## src/rtl/pcd_pkg.sv

```systemverilog
// Package: shared types for the port change interrupt detector.
// Assumes: nothing beyond IEEE 1800-2017.
package pcd_pkg;
    // Next action taken by the flag register, listed from highest priority.
    typedef enum logic [1:0] {
        FL_RST  = 2'd0,
        FL_SET  = 2'd1,
        FL_CLR  = 2'd2,
        FL_HOLD = 2'd3
    } flag_act_e;
endpackage

```

## src/rtl/pcd_arm_reg.sv

```systemverilog
// Module: pcd_arm_reg
// Holds the per-pin arm bits. Only power-on reset clears them; warm reset
// leaves them alone so a pending change can re-raise the flag.
// Assumes: the write strobe is synchronous to clk.
module pcd_arm_reg #(
    parameter int PIN_W = 6
) (
    input  logic             clk,
    input  logic             por_n,
    input  logic             wr_i,
    input  logic [PIN_W-1:0] wdata_i,
    output logic [PIN_W-1:0] arm_q
);
    // Arm register: cleared at power-on, loaded on write.
    always_ff @(posedge clk) begin
        if (!por_n) begin
            arm_q <= '0;
        end else if (wr_i) begin
            arm_q <= wdata_i;
        end
    end
endmodule

```

## src/rtl/pcd_snapshot.sv

```systemverilog
// Module: pcd_snapshot
// Latches the pin values at each port access and at power-on reset.
// Warm reset is deliberately not an input: the snapshot survives it.
// Assumes: pins_i is already synchronized to clk.
module pcd_snapshot #(
    parameter int PIN_W = 6
) (
    input  logic             clk,
    input  logic             por_n,
    input  logic             load_i,
    input  logic [PIN_W-1:0] pins_i,
    output logic [PIN_W-1:0] snap_q
);
    // Snapshot latch: reload from the pins on power-on or port access.
    always_ff @(posedge clk) begin
        if (!por_n || load_i) begin
            snap_q <= pins_i;
        end
    end
endmodule

```

## src/rtl/pcd_compare.sv

```systemverilog
// Module: pcd_compare
// Per-pin mismatch detection against the snapshot, gated by the arm bits,
// reduced to a single any-mismatch signal. Purely combinational.
// Assumes: all inputs are in the clk domain.
module pcd_compare #(
    parameter int PIN_W = 6
) (
    input  logic [PIN_W-1:0] pins_i,
    input  logic [PIN_W-1:0] snap_i,
    input  logic [PIN_W-1:0] arm_i,
    output logic             any_o
);
    logic [PIN_W-1:0] pin_mis;

    // One armed XOR comparator per pin.
    for (genvar k = 0; k < PIN_W; k++) begin : g_pin
        assign pin_mis[k] = arm_i[k] & (pins_i[k] ^ snap_i[k]);
    end

    // OR-reduce the per-pin results.
    assign any_o = |pin_mis;
endmodule

```

## src/rtl/pcd_flag.sv

```systemverilog
// Module: pcd_flag
// Sticky change flag. Priority: any reset, then set, then clear, then hold.
// Assumes: set_i is already masked during port-access cycles by the parent.
module pcd_flag (
    input  logic clk,
    input  logic por_n,
    input  logic warm_rst_n,
    input  logic set_i,
    input  logic clr_i,
    output logic flag_q
);
    import pcd_pkg::*;

    flag_act_e act;

    // Choose the flag action for this cycle.
    always_comb begin
        if (!por_n || !warm_rst_n) begin
            act = FL_RST;
        end else if (set_i) begin
            act = FL_SET;
        end else if (clr_i) begin
            act = FL_CLR;
        end else begin
            act = FL_HOLD;
        end
    end

    // Flag register update.
    always_ff @(posedge clk) begin
        case (act)
            FL_RST:  flag_q <= 1'b0;
            FL_SET:  flag_q <= 1'b1;
            FL_CLR:  flag_q <= 1'b0;
            default: flag_q <= flag_q;
        endcase
    end
endmodule

```

## src/rtl/pin_change_irq.sv

```systemverilog
// Module: pin_change_irq (top)
// Port change interrupt detector: arm bits, an access-loaded snapshot,
// a masked comparator, and a sticky flag that cannot clear while a
// mismatch persists. Also drives a wake request.
// Assumes: pins_i is synchronized; strobes are single-cycle in clk.
module pin_change_irq #(
    parameter int PIN_W = 6
) (
    input  logic             clk,
    input  logic             por_n,
    input  logic             warm_rst_n,
    input  logic [PIN_W-1:0] pins_i,
    input  logic             port_acc_i,
    input  logic             flag_clr_i,
    input  logic             en_wr_i,
    input  logic [PIN_W-1:0] en_wdata_i,
    output logic             flag_o,
    output logic             wake_o
);
    logic [PIN_W-1:0] arm_q;
    logic [PIN_W-1:0] snap_q;
    logic             mis_any;
    logic             set_req;

    pcd_arm_reg #(.PIN_W(PIN_W)) u_arm (
        .clk     (clk),
        .por_n   (por_n),
        .wr_i    (en_wr_i),
        .wdata_i (en_wdata_i),
        .arm_q   (arm_q)
    );

    pcd_snapshot #(.PIN_W(PIN_W)) u_snap (
        .clk    (clk),
        .por_n  (por_n),
        .load_i (port_acc_i),
        .pins_i (pins_i),
        .snap_q (snap_q)
    );

    pcd_compare #(.PIN_W(PIN_W)) u_cmp (
        .pins_i (pins_i),
        .snap_i (snap_q),
        .arm_i  (arm_q),
        .any_o  (mis_any)
    );

    // An access reloads the snapshot, so it masks setting in its own cycle.
    assign set_req = mis_any & ~port_acc_i;

    pcd_flag u_flag (
        .clk        (clk),
        .por_n      (por_n),
        .warm_rst_n (warm_rst_n),
        .set_i      (set_req),
        .clr_i      (flag_clr_i),
        .flag_q     (flag_o)
    );

    // Wake needs no clock edge for the mismatch term.
    assign wake_o = flag_o | mis_any;
endmodule

```

## config.mk

```make
export PLATFORM = sky130hd
export DESIGN_NAME = pin_change_irq
export DESIGN_NICKNAME = d
export VERILOG_FILES = /design/src/rtl/pcd_pkg.sv /design/src/rtl/pcd_arm_reg.sv /design/src/rtl/pcd_snapshot.sv /design/src/rtl/pcd_compare.sv /design/src/rtl/pcd_flag.sv /design/src/rtl/pin_change_irq.sv
export SDC_FILE = /design/constraint.sdc
export NUM_CORES = 1
export LEC_CHECK = 0
export BUFFER_PORTS_ARGS = -buffer_cell sky130_fd_sc_hd__buf_2
export CAP_MARGIN = 20
export CORE_MARGIN = 2
export CORE_UTILIZATION = 40
export DETAILED_ROUTE_END_ITERATION = 8
export PLACE_DENSITY = 0.73
export SLEW_MARGIN = 20
export SYNTH_ARGS = -nofsm -noshare
export SYNTH_HDL_FRONTEND = slang
export SYNTH_SLANG_ARGS = --single-unit
```

## constraint.sdc

```tcl
create_clock -name clk -period 1.31 [get_ports clk]
set_input_delay 0.393 -clock clk [delete_from_list [all_inputs] [get_ports clk]]
set_output_delay 0.393 -clock clk [all_outputs]
set_load 0.05 [all_outputs]
```

==> key figures, run 1 <==
Worst setup path
  • Req. time, crit path: 920 ps
  • CP Max Fanout: 2
  • Cells on worst reg2reg path: 5
  • Crit path kind: reg2out
  • Critical Path Start Type: register
  • R2R setup slack: -50 ps
  • Worst EP arrival: 1370 ps
  • RR Startpoint: u_snap.snap_q[5]
  • Setup crit end kind: primary output
  • Reg2reg end: u_flag.flag_q

Die
  • Starting density of the core: 42.4%
  • Placement row count: 13
  • Die ar.: 0.00169 mm2
  • Die height: 41.1 um
  • IO Pins: 20
  • Core area: 0.00130 mm2
  • Die width: 41.1 um

Yosys
  • Dominant cells by area after synthesis: edfxtp_1, dfxtp_1, mux2i_1
  • Synth area leader: edfxtp_1
  • Register area share after synthesis: 59.9%
  • Count leader, synth: edfxtp_1
  • Synthesized net count: 60
  • Flops & latches, synth: 13
  • Synth cell count leaders: edfxtp_1, dfxtp_1, mux2i_1, nor2b_1, xor2_1
  • Avg Cell Area, Syn: 13.1 um2
  • Synth unique cells: 13
  • FFs w/ async S/R, synth: 0%
  • Syn. warnings: 0
  • Post-synth EDFFs: 7
  • Gate Count Post-Synth: 42
  • Mapped cell area: 552 um2
  • Top FF cell, synth: edfxtp_1
  • Post-synth top area share: 38.1%

Routing
  • Drt total wl: 1010 um
  • Number of remaining DRC errors: 0
  • Via density: 4.95
  • Iteration-0 DRC Markers: 2
  • Routed len/inst: 12.6 um
  • Routed vias: 396
  • Antenna viol nets, final: 0
  • Pre-antenna DRT Iters: 2

Timing
  • Final Max Slew Viols: 0
  • Worst slew pin tran: 276 ps
  • Slew HR: 81.6%
  • Final setup viols: 3
  • Tmin final: 1760 ps
  • RSZ-0062 raised after global routing: true
  • Peak Freq: 568 MHz
  • Setup tns final: -546 ps
  • Final Cycle Share: 134%
  • Final worst slack: -451 ps
  • Final hold viol count: 0
  • Hold slack: 305 ps
  • Worst clock skew: 3.19 ps

Placement
  • Placer Congestion: 0.698
  • Placed instance area: 661 um2
  • Cells after DPL: 75
  • DP HPWL: 743 um
  • Port Buf Inserts: 19
  • Dpl ws: -330 ps

Clock tree
  • CTS clk-pin slew, worst paths: 80 ps
  • CTS Buf Count: 3
  • Clk_lat worst skew: 280 ps
  • Clk sinks: 13
  • CTS tree: built
  • CTS HTree Levels: 1
  • CTS max path bufs: 2
  • Root Buffer: clkbuf_4

GRT
  • Grt ovf: 0
  • GR Util All Layers: 16.0%
  • Vias in the first global route: 394
  • Largest net degree at the start of global routing: 9
  • First-pass GRT wire length: 1650 um
  • Initial antenna violation count: 0

Finish
  • Ratio of cells with drive above 1 in the final layout: 40.0%
  • Core Util, Final: 54.8%
  • Final instance area: 713 um2
  • Final Instance Count excl. Fillers: 80
  • Antenna cells: 0
  • Area growth from synthesis to layout: 29.3%
  • # nets final: 84

Power and ir drop
  • VDD IR-drop max: 0.576 mV
  • Leak: 0.310 nW
  • Power Total: 0.895 mW
  • PwrDens: 1260 mW/mm2

Run status
  • Status: finished, violations left
  • Failing checks: negative setup slack

Min path
  • Hold Crit Class: in2reg
  • Worst hold path cell count: 1
  • Worst Hold Path EP: u_snap.snap_q[5]
  • Hold path startpoint: pins_i[5]

Run
  • Max-Cap Viols: 0
-- metal layers --
| layer | GRT usage (%) | part of all wire [%] |
|---|---|---|
| met2 | 27.0 | 50 |
| met5 | 0 | 0 |
| met4 | 12.1 | 4.0 |
| met3 | 3.26 | 4.0 |
| met1 | 17.3 | 42 |
-- power breakdown --
group / switching, mW / internal [mW] / leakage, nW
sequential: 0.0163 / 0.462 / 0.122
clock: 0.135 / 0.118 / 0.0150
combinational: 0.0880 / 0.0754 / 0.173
-- kinds of logic after synthesis --
kind of cell              count (synthesis)  synth area share [%]
and+or+nand+nor                          11                  11.6
muxes                                     6                  10.9
xor gates and xnor gates                  6                  9.52
buffers and inverters                     1                 0.906
AOI/OAI and AO/OA                         5                  7.26
DFF                                      13                  59.9
-- worst max-delay path by stage --
| stage | from | endpoint | slack [ps] | cells after the start |
|---|---|---|---|---|
| floorplan | u_flag.flag_q | wake_o | -330 | 1 |
| global placement | pins_i[1] | wake_o | -320 | 5 |
| detailed placement | pins_i[1] | wake_o | -330 | 5 |
| CTS | u_snap.snap_q[0] | wake_o | -480 | 4 |
| global route | u_snap.snap_q[5] | wake_o | -510 | 4 |
| finish | u_snap.snap_q[5] | wake_o | -450 | 4 |
-- registers in the layout, indices dropped and copies added, names as in the netlist --
| register | cells |
|---|---|
| u_snap.snap_q | 6 |
| u_arm.arm_q | 6 |
| u_flag.flag_q | 1 |
-- placed cells by master (no fill, tap or decap), drive strengths merged --
cell    count
a21oi       1
a22oi       3
a31o        1
buf        20
clkbuf      4
dfxtp       6
edfxtp      7
mux2i       6
nand2       2
nand2b      1
nand4b      1
nor2        1
nor2b       6
xor2        6
-- cell type report --
class	count	area (um2)
fill	123	588
tap	15	18.8
timing repair buffer	20	111
sequential	13	330
multi-input combinational	28	226
clock buffer	4	26.3
-- critical path, stage by stage (launching register included) --
cell and delay (ps):
edfxtp_1 390, xor2_1 150, a22oi_1 220, nand4b_1 150, buf_6 180
-- timing repair --
action,in CTS,in global routing
buffers inserted,0,1
gates resized for setup,3,3
endpoints found under the setup margin,3,4
hold buffers,0,0
pin swaps,5,7
hold endpoints to repair,0,0
Note: power is estimated with default switching activity, not from simulation.
==> run 2, diff against run 1 <==
Settings changed: PLACE_DENSITY 0.73 to not set, PLACE_DENSITY_LB_ADDON set to 0.12.
==> run 2 against run 1 <==
- the run still ends with negative setup slack left
- final cell count is 1.3% higher
- via count is 2.8% lower
- global-route usage is 2.0 points lower
- die area stayed put
- clock skew is 1.1 ps lower
- critical path depth stayed put
- setup slack better by 5.3 ps
- clock-buffer cell count is 1 lower
- non-clock buffer count is 1 higher
- routed wire length is 1.3% higher
- register-to-register slack worse by 50 ps
- first-iteration DRC count stayed put
==> key figures, run 2 (same netlist as run 1, synthesis figures left out) <==
Worst setup path
  • Crit-path cells: xor2_1 -> a22oi_2 -> nand4b_1 -> buf_6
  • Crit path largest cell delay: 400 ps (about the same)
  • CP Max Fanout: 2 (unchanged)
  • Setup crit end kind: primary output
  • Critical Path Start Type: register
  • Crit path kind: reg2out
  • Slowest cell on the critical path: edfxtp_1
  • Worst EP arrival: 1360 ps (about the same)
  • Req. time, crit path: 920 ps (about the same)

Timing
  • Slew HR: 80.9% (-0.76 points)
  • Final setup viols: 3 (unchanged)
  • Final worst slack: -446 ps (+5.32 ps)
  • Peak Freq: 570 MHz (+0.30%)
  • Tmin final: 1760 ps (-5.32 ps)
  • Final Cycle Share: 134% (-0.41 points)
  • Hold slack: 316 ps (+10.6 ps)
  • Final Max Slew Viols: 0 (unchanged)
  • RSZ-0062 raised after global routing: true
  • Worst clock skew: 2.06 ps (-1.14 ps)
  • Final hold viol count: 0 (unchanged)
  • Worst slew pin tran: 287 ps (+11.4 ps)

Routing
  • Drt total wl: 1020 um (+1.3%)
  • Number of remaining DRC errors: 0 (unchanged)
  • Antenna viol nets, final: 0 (unchanged)
  • Iteration-0 DRC Markers: 2 (unchanged)
  • Via density: 4.75 (-4.0%)
  • Routed len/inst: 12.6 um (about the same)
  • Pre-antenna DRT Iters: 2 (unchanged)
  • Routed vias: 385 (-2.8%)

Clock tree
  • Root Buffer: clkbuf_4
  • CTS clk-pin slew, worst paths: 80 ps (about the same)
  • Clk_lat worst skew: 270 ps (about the same)
  • Clk sinks: 13 (unchanged)
  • CTS Buf Count: 3 (unchanged)
  • CTS max path bufs: 2 (unchanged)
  • CTS HTree Levels: 1 (unchanged)
  • Post-CTS Hold Fix Bufs: 0 (unchanged)
  • CTS tree: built

Power and ir drop
  • Clk pwr share: 27.1% (-1.2 points)
  • Comb power frac: 19.4% (+1.1 points)
  • Leak: 0.320 nW (+3.2%)
  • Sw Pwr: 0.238 mW (-0.50%)
  • Sw frac: 26.6% (-0.13 points)
  • Sequential Power Share: 53.5% (about the same)
  • P_int: 0.657 mW (+0.14%)
  • PwrDens: 1220 mW/mm2 (-2.4%)
  • VDD IR-drop max: 0.601 mV (+4.3%)

Placement
  • Port Buf Inserts: 19 (unchanged)
  • Placer Congestion: 0.595 (-15%)
  • Cells after DPL: 76 (+1.3%)
  • DP HPWL: 781 um (+5.1%)

GRT
  • Largest net degree at the start of global routing: 9 (unchanged)
  • Grt ovf: 0 (unchanged)
  • Vias in the first global route: 377 (-4.3%)
  • GR Util All Layers: 14.0% (-2.0 points)
  • First-pass GRT wire length: 1520 um (-7.9%)
  • Initial antenna violation count: 0 (unchanged)

Die
  • Die ar.: 0.00169 mm2 (unchanged)
  • Core area: 0.00130 mm2 (unchanged)
  • IO Pins: 20 (unchanged)
  • Die width: 41.1 um (unchanged)
  • Die height: 41.1 um (unchanged)
  • Placement row count: 13 (unchanged)
  • Starting density of the core: 42.4% (unchanged)

Finish
  • Area growth from synthesis to layout: 32.4%
  • Filler cells: 125 (+1.6%)
  • Final Instance Count excl. Fillers: 81 (+1.3%)
  • Most frequent cells in the layout: buf_2, edfxtp_1
  • Antenna cells: 0 (unchanged)
  • Commonest non-fill, non-tap cell in the layout: buf_2
  • Ratio of cells with drive above 1 in the final layout: 45.5% (+5.5 points)
  • Biggest regs: u_arm.arm_q: 6 flops, u_snap.snap_q: 6 flops, u_flag.flag_q: 1 flops
  • # nets final: 85 (+1.2%)

Min path
  • Hold Crit Class: in2reg

Run status
  • Failing checks: negative setup slack
  • Status: finished, violations left

Run
  • Max-Cap Viols: 0 (unchanged)
-- run 2: worst max-delay path: cells and delay by family, from the launching register on --
kind                   cells  cell delay, ps
AND/OR/NAND/NOR            1             130
buffers and inverters      1             180
AO/OA/AOI/OAI              1             200
flip-flops                 1             400
XOR/XNOR                   1             180
-- run 2: through the flow --
stage,util [%],cell area [um2],TNS (ps),power [mW],setup slack (ps)
floorplan,-,552,-328,0.578,-328
global route,56.2,731,-797,0.946,-527
CTS,54.5,709,-626,0.896,-460
finish,56.2,731,-598,0.895,-446
detailed placement,51.3,668,-660,0.634,-303
global placement,51.3,668,-666,0.633,-318
-- run 2: area by class of cell --
| cell class | instances | area, um2 | share of cell area [%] |
|---|---|---|---|
| Sequential cell | 13 | 330 | 45.2 |
| Multi-Input combinational cell | 28 | 238 | 32.5 |
| Timing Repair Buffer | 21 | 116 | 15.9 |
| Clock buffer | 3 | 22.5 | 3.08 |
| Tap cell | 15 | 18.8 | 2.57 |
| Clock inverter | 1 | 5.00 | 0.685 |
-- run 2: repair_timing --
action	CTS	global route
setup endpoints to repair	3	3
gates resized for setup	2	4
setup buffers	1	1
pin swaps	12	3
-- run 2: final timing paths --
kind,start,endpoint,slack (ps),depth (start not counted)
worst min register to register,u_arm.arm_q[3],u_arm.arm_q[3],540,2
worst max-delay path,u_snap.snap_q[0],wake_o,-450,4
worst max register to register,u_snap.snap_q[0],u_flag.flag_q,-100,5
worst min-delay path,pins_i[3],u_snap.snap_q[3],320,1
-- run 2: routing by layer --
metal	track usage (%)	wire (um)
met1	19.5	493
met4	4.84	0
met5	0	0
met2	21.1	506
met3	3.26	22
-- run 2: power groups by stage --
stage / combinational (mW) / clock, mW / sequential, mW
finish: 0.174 / 0.242 / 0.479
global route: 0.185 / 0.279 / 0.482
global placement: 0.147 / 0 / 0.487
floorplan: 0.0858 / 0 / 0.492
detailed placement: 0.147 / 0 / 0.487
CTS: 0.162 / 0.256 / 0.478
==> run 3, diff against run 2 <==
Settings changed: GPL_TIMING_DRIVEN set to 0.
==> run 3 against run 2 <==
- the flow still finishes with violations (negative setup slack)
- total power shrank 0.39%
- non-clock buffer count grew 1
- worst hold slack gained 3.0 ps
- global-route usage shrank 0.094 points
- flip-flop and latch count is the same
- die area is the same
- via count shrank 3.1%
==> key figures, run 3 (same netlist as run 1, synthesis figures left out) <==
Run status
  • Status: finished, violations left
  • Failing checks: negative setup slack

GRT
  • Largest net degree at the start of global routing: 9 (unchanged)
  • First-pass GRT wire length: 1410 um (-7.3%)
  • GR Util All Layers: 13.9% (-0.094 points)
  • Grt ovf: 0 (unchanged)
  • Vias in the first global route: 333 (-12%)
  • Initial antenna violation count: 0 (unchanged)

Finish
  • Final instance area: 733 um2 (+0.34%)
  • Ratio of cells with drive above 1 in the final layout: 43.3% (-2.2 points)
  • Most frequent cells in the layout: buf_2, edfxtp_1
  • Biggest regs: u_arm.arm_q: 6 flops, u_snap.snap_q: 6 flops, u_flag.flag_q: 1 flops
  • Flip-flop and latch area: 330 um2 (unchanged)
  • Core Util, Final: 56.3% (+0.19 points)
  • Multi-input gate area: 231 um2 (-2.6%)
  • # nets final: 86 (+1.2%)
  • Commonest non-fill, non-tap cell in the layout: buf_2
  • Filler cells: 115 (-8.0%)
  • Antenna cells: 0 (unchanged)
  • Area growth from synthesis to layout: 32.9%

Die
  • Die width: 41.1 um (unchanged)
  • Starting density of the core: 42.4% (unchanged)
  • Core area: 0.00130 mm2 (unchanged)
  • Placement row count: 13 (unchanged)
  • Die height: 41.1 um (unchanged)
  • IO Pins: 20 (unchanged)
  • Die ar.: 0.00169 mm2 (unchanged)

Routing
  • Pre-antenna DRT Iters: 4 (+2)
  • Antenna viol nets, final: 0 (unchanged)
  • Iteration-0 DRC Markers: 8 (+6)
  • Number of remaining DRC errors: 0 (unchanged)
  • Via density: 4.55 (-4.3%)
  • Routed len/inst: 11.5 um (-8.9%)
  • Drt total wl: 942 um (-7.7%)
  • Routed vias: 373 (-3.1%)

Timing
  • Slew HR: 81.2% (+0.35 points)
  • Final Max Slew Viols: 0 (unchanged)
  • Final hold viol count: 0 (unchanged)
  • Final Cycle Share: 134% (about the same)
  • RSZ-0062 raised after global routing: true
  • Final setup viols: 3 (unchanged)
  • Peak Freq: 570 MHz (about the same)
  • Final worst slack: -444 ps (+1.56 ps)
  • Setup tns final: -567 ps (+31.3 ps)
  • Tmin final: 1750 ps (-1.56 ps)
  • Worst clock skew: 3.37 ps (+1.31 ps)
  • Worst slew pin tran: 282 ps (-5.20 ps)

Clock tree
  • Clk sinks: 13 (unchanged)
  • Clk_lat worst skew: 270 ps (about the same)
  • Post-CTS Hold Fix Bufs: 0 (unchanged)
  • CTS clk-pin slew, worst paths: 80 ps (about the same)
  • CTS HTree Levels: 1 (unchanged)
  • CTS max path bufs: 2 (unchanged)
  • CTS tree: built
  • CTS Buf Count: 3 (unchanged)
  • Root Buffer: clkbuf_4

Power and ir drop
  • Clk pwr share: 26.9% (-0.2 points)
  • PwrDens: 1220 mW/mm2 (-0.73%)
  • Sw Pwr: 0.228 mW (-4.2%)
  • Power Total: 0.892 mW (-0.39%)
  • Leak: 0.319 nW (-0.29%)
  • VDD IR-drop max: 1.02 mV (+69%)
  • Sequential Power Share: 53.7% (+0.2 points)
  • P_int: 0.664 mW (+0.99%)
  • Comb power frac: 19.3% (about the same)
  • Sw frac: 25.6% (-1.0 points)

Placement
  • Port Buf Inserts: 18 (-1)
  • DP HPWL: 702 um (-10%)
  • Dpl ws: -330 ps (-27.3 ps)
  • Placed instance area: 661 um2 (-1.1%)
  • Placer Congestion: 0.624 (+4.9%)

Worst setup path
  • Setup crit end kind: primary output
  • Req. time, crit path: 920 ps (about the same)
  • Worst EP arrival: 1360 ps (about the same)
  • Critical Path Start Type: register
  • CP Max Fanout: 2 (unchanged)
  • Crit path kind: reg2out

Min path
  • Hold Crit Class: in2reg

Run
  • Max-Cap Viols: 0 (unchanged)
==> run 3: layout make-up <==
| cell class | count | share of cell area [%] |
|---|---|---|
| Timing Repair Buffer | 21 | 16.6 |
| Buffer | 1 | 0.683 |
| Sequential cell | 13 | 45.1 |
| Clock buffer | 4 | 3.58 |
| Multi-Input combinational cell | 28 | 31.6 |
| Tap cell | 15 | 2.56 |
==> run 3: per-layer routing <==
layer	up-vias	share of wire [%]	routed length (um)	GRT usage [%]
met5	-	0	0	0
met4	0	0.85	8	4.84
met3	2	6.1	57	9.78
met2	9	44	418	18.8
met1	161	49	458	17.2
li1	201	-	-	-
==> run 3: repair_timing <==
action                     4_1_cts  5_1_grt
pin swaps                       11        3
setup buffers                    2        1
resized for setup                3        4
setup endpoints to repair        3        4
gates cloned                     0        0
==> run 3: through the flow <==
stage	std cells	hold WS, ps
floorplan	42	483
global placement	75	501
detailed placement	75	510
CTS	81	309
global route	82	294
finish	82	319
==> run 3: power groups by stage <==
stage	Sequential, mW	Combinational [mW]	Clock [mW]
final	0.479	0.172	0.240
after global routing	0.483	0.188	0.279
after CTS	0.479	0.163	0.254
after detailed placement	0.487	0.142	0
after global placement	0.487	0.143	0
after floorplan	0.492	0.0858	0
==> run 3: worst max-delay path, stage by stage (launching register included) <==
cell	delay (ps)
edfxtp_1	390
xor2_1	160
a22oi_2	210
nand4b_1	140
buf_6	180
==> run 3: worst paths after layout <==
kind	slack [ps]	endpoint	startpoint	depth (start not counted)
max	-440	wake_o	u_snap.snap_q[1]	4
min	320	u_snap.snap_q[5]	pins_i[5]	1
max reg2reg	-70	u_flag.flag_q	u_snap.snap_q[1]	5
min reg2reg	540	u_arm.arm_q[4]	u_arm.arm_q[4]	2
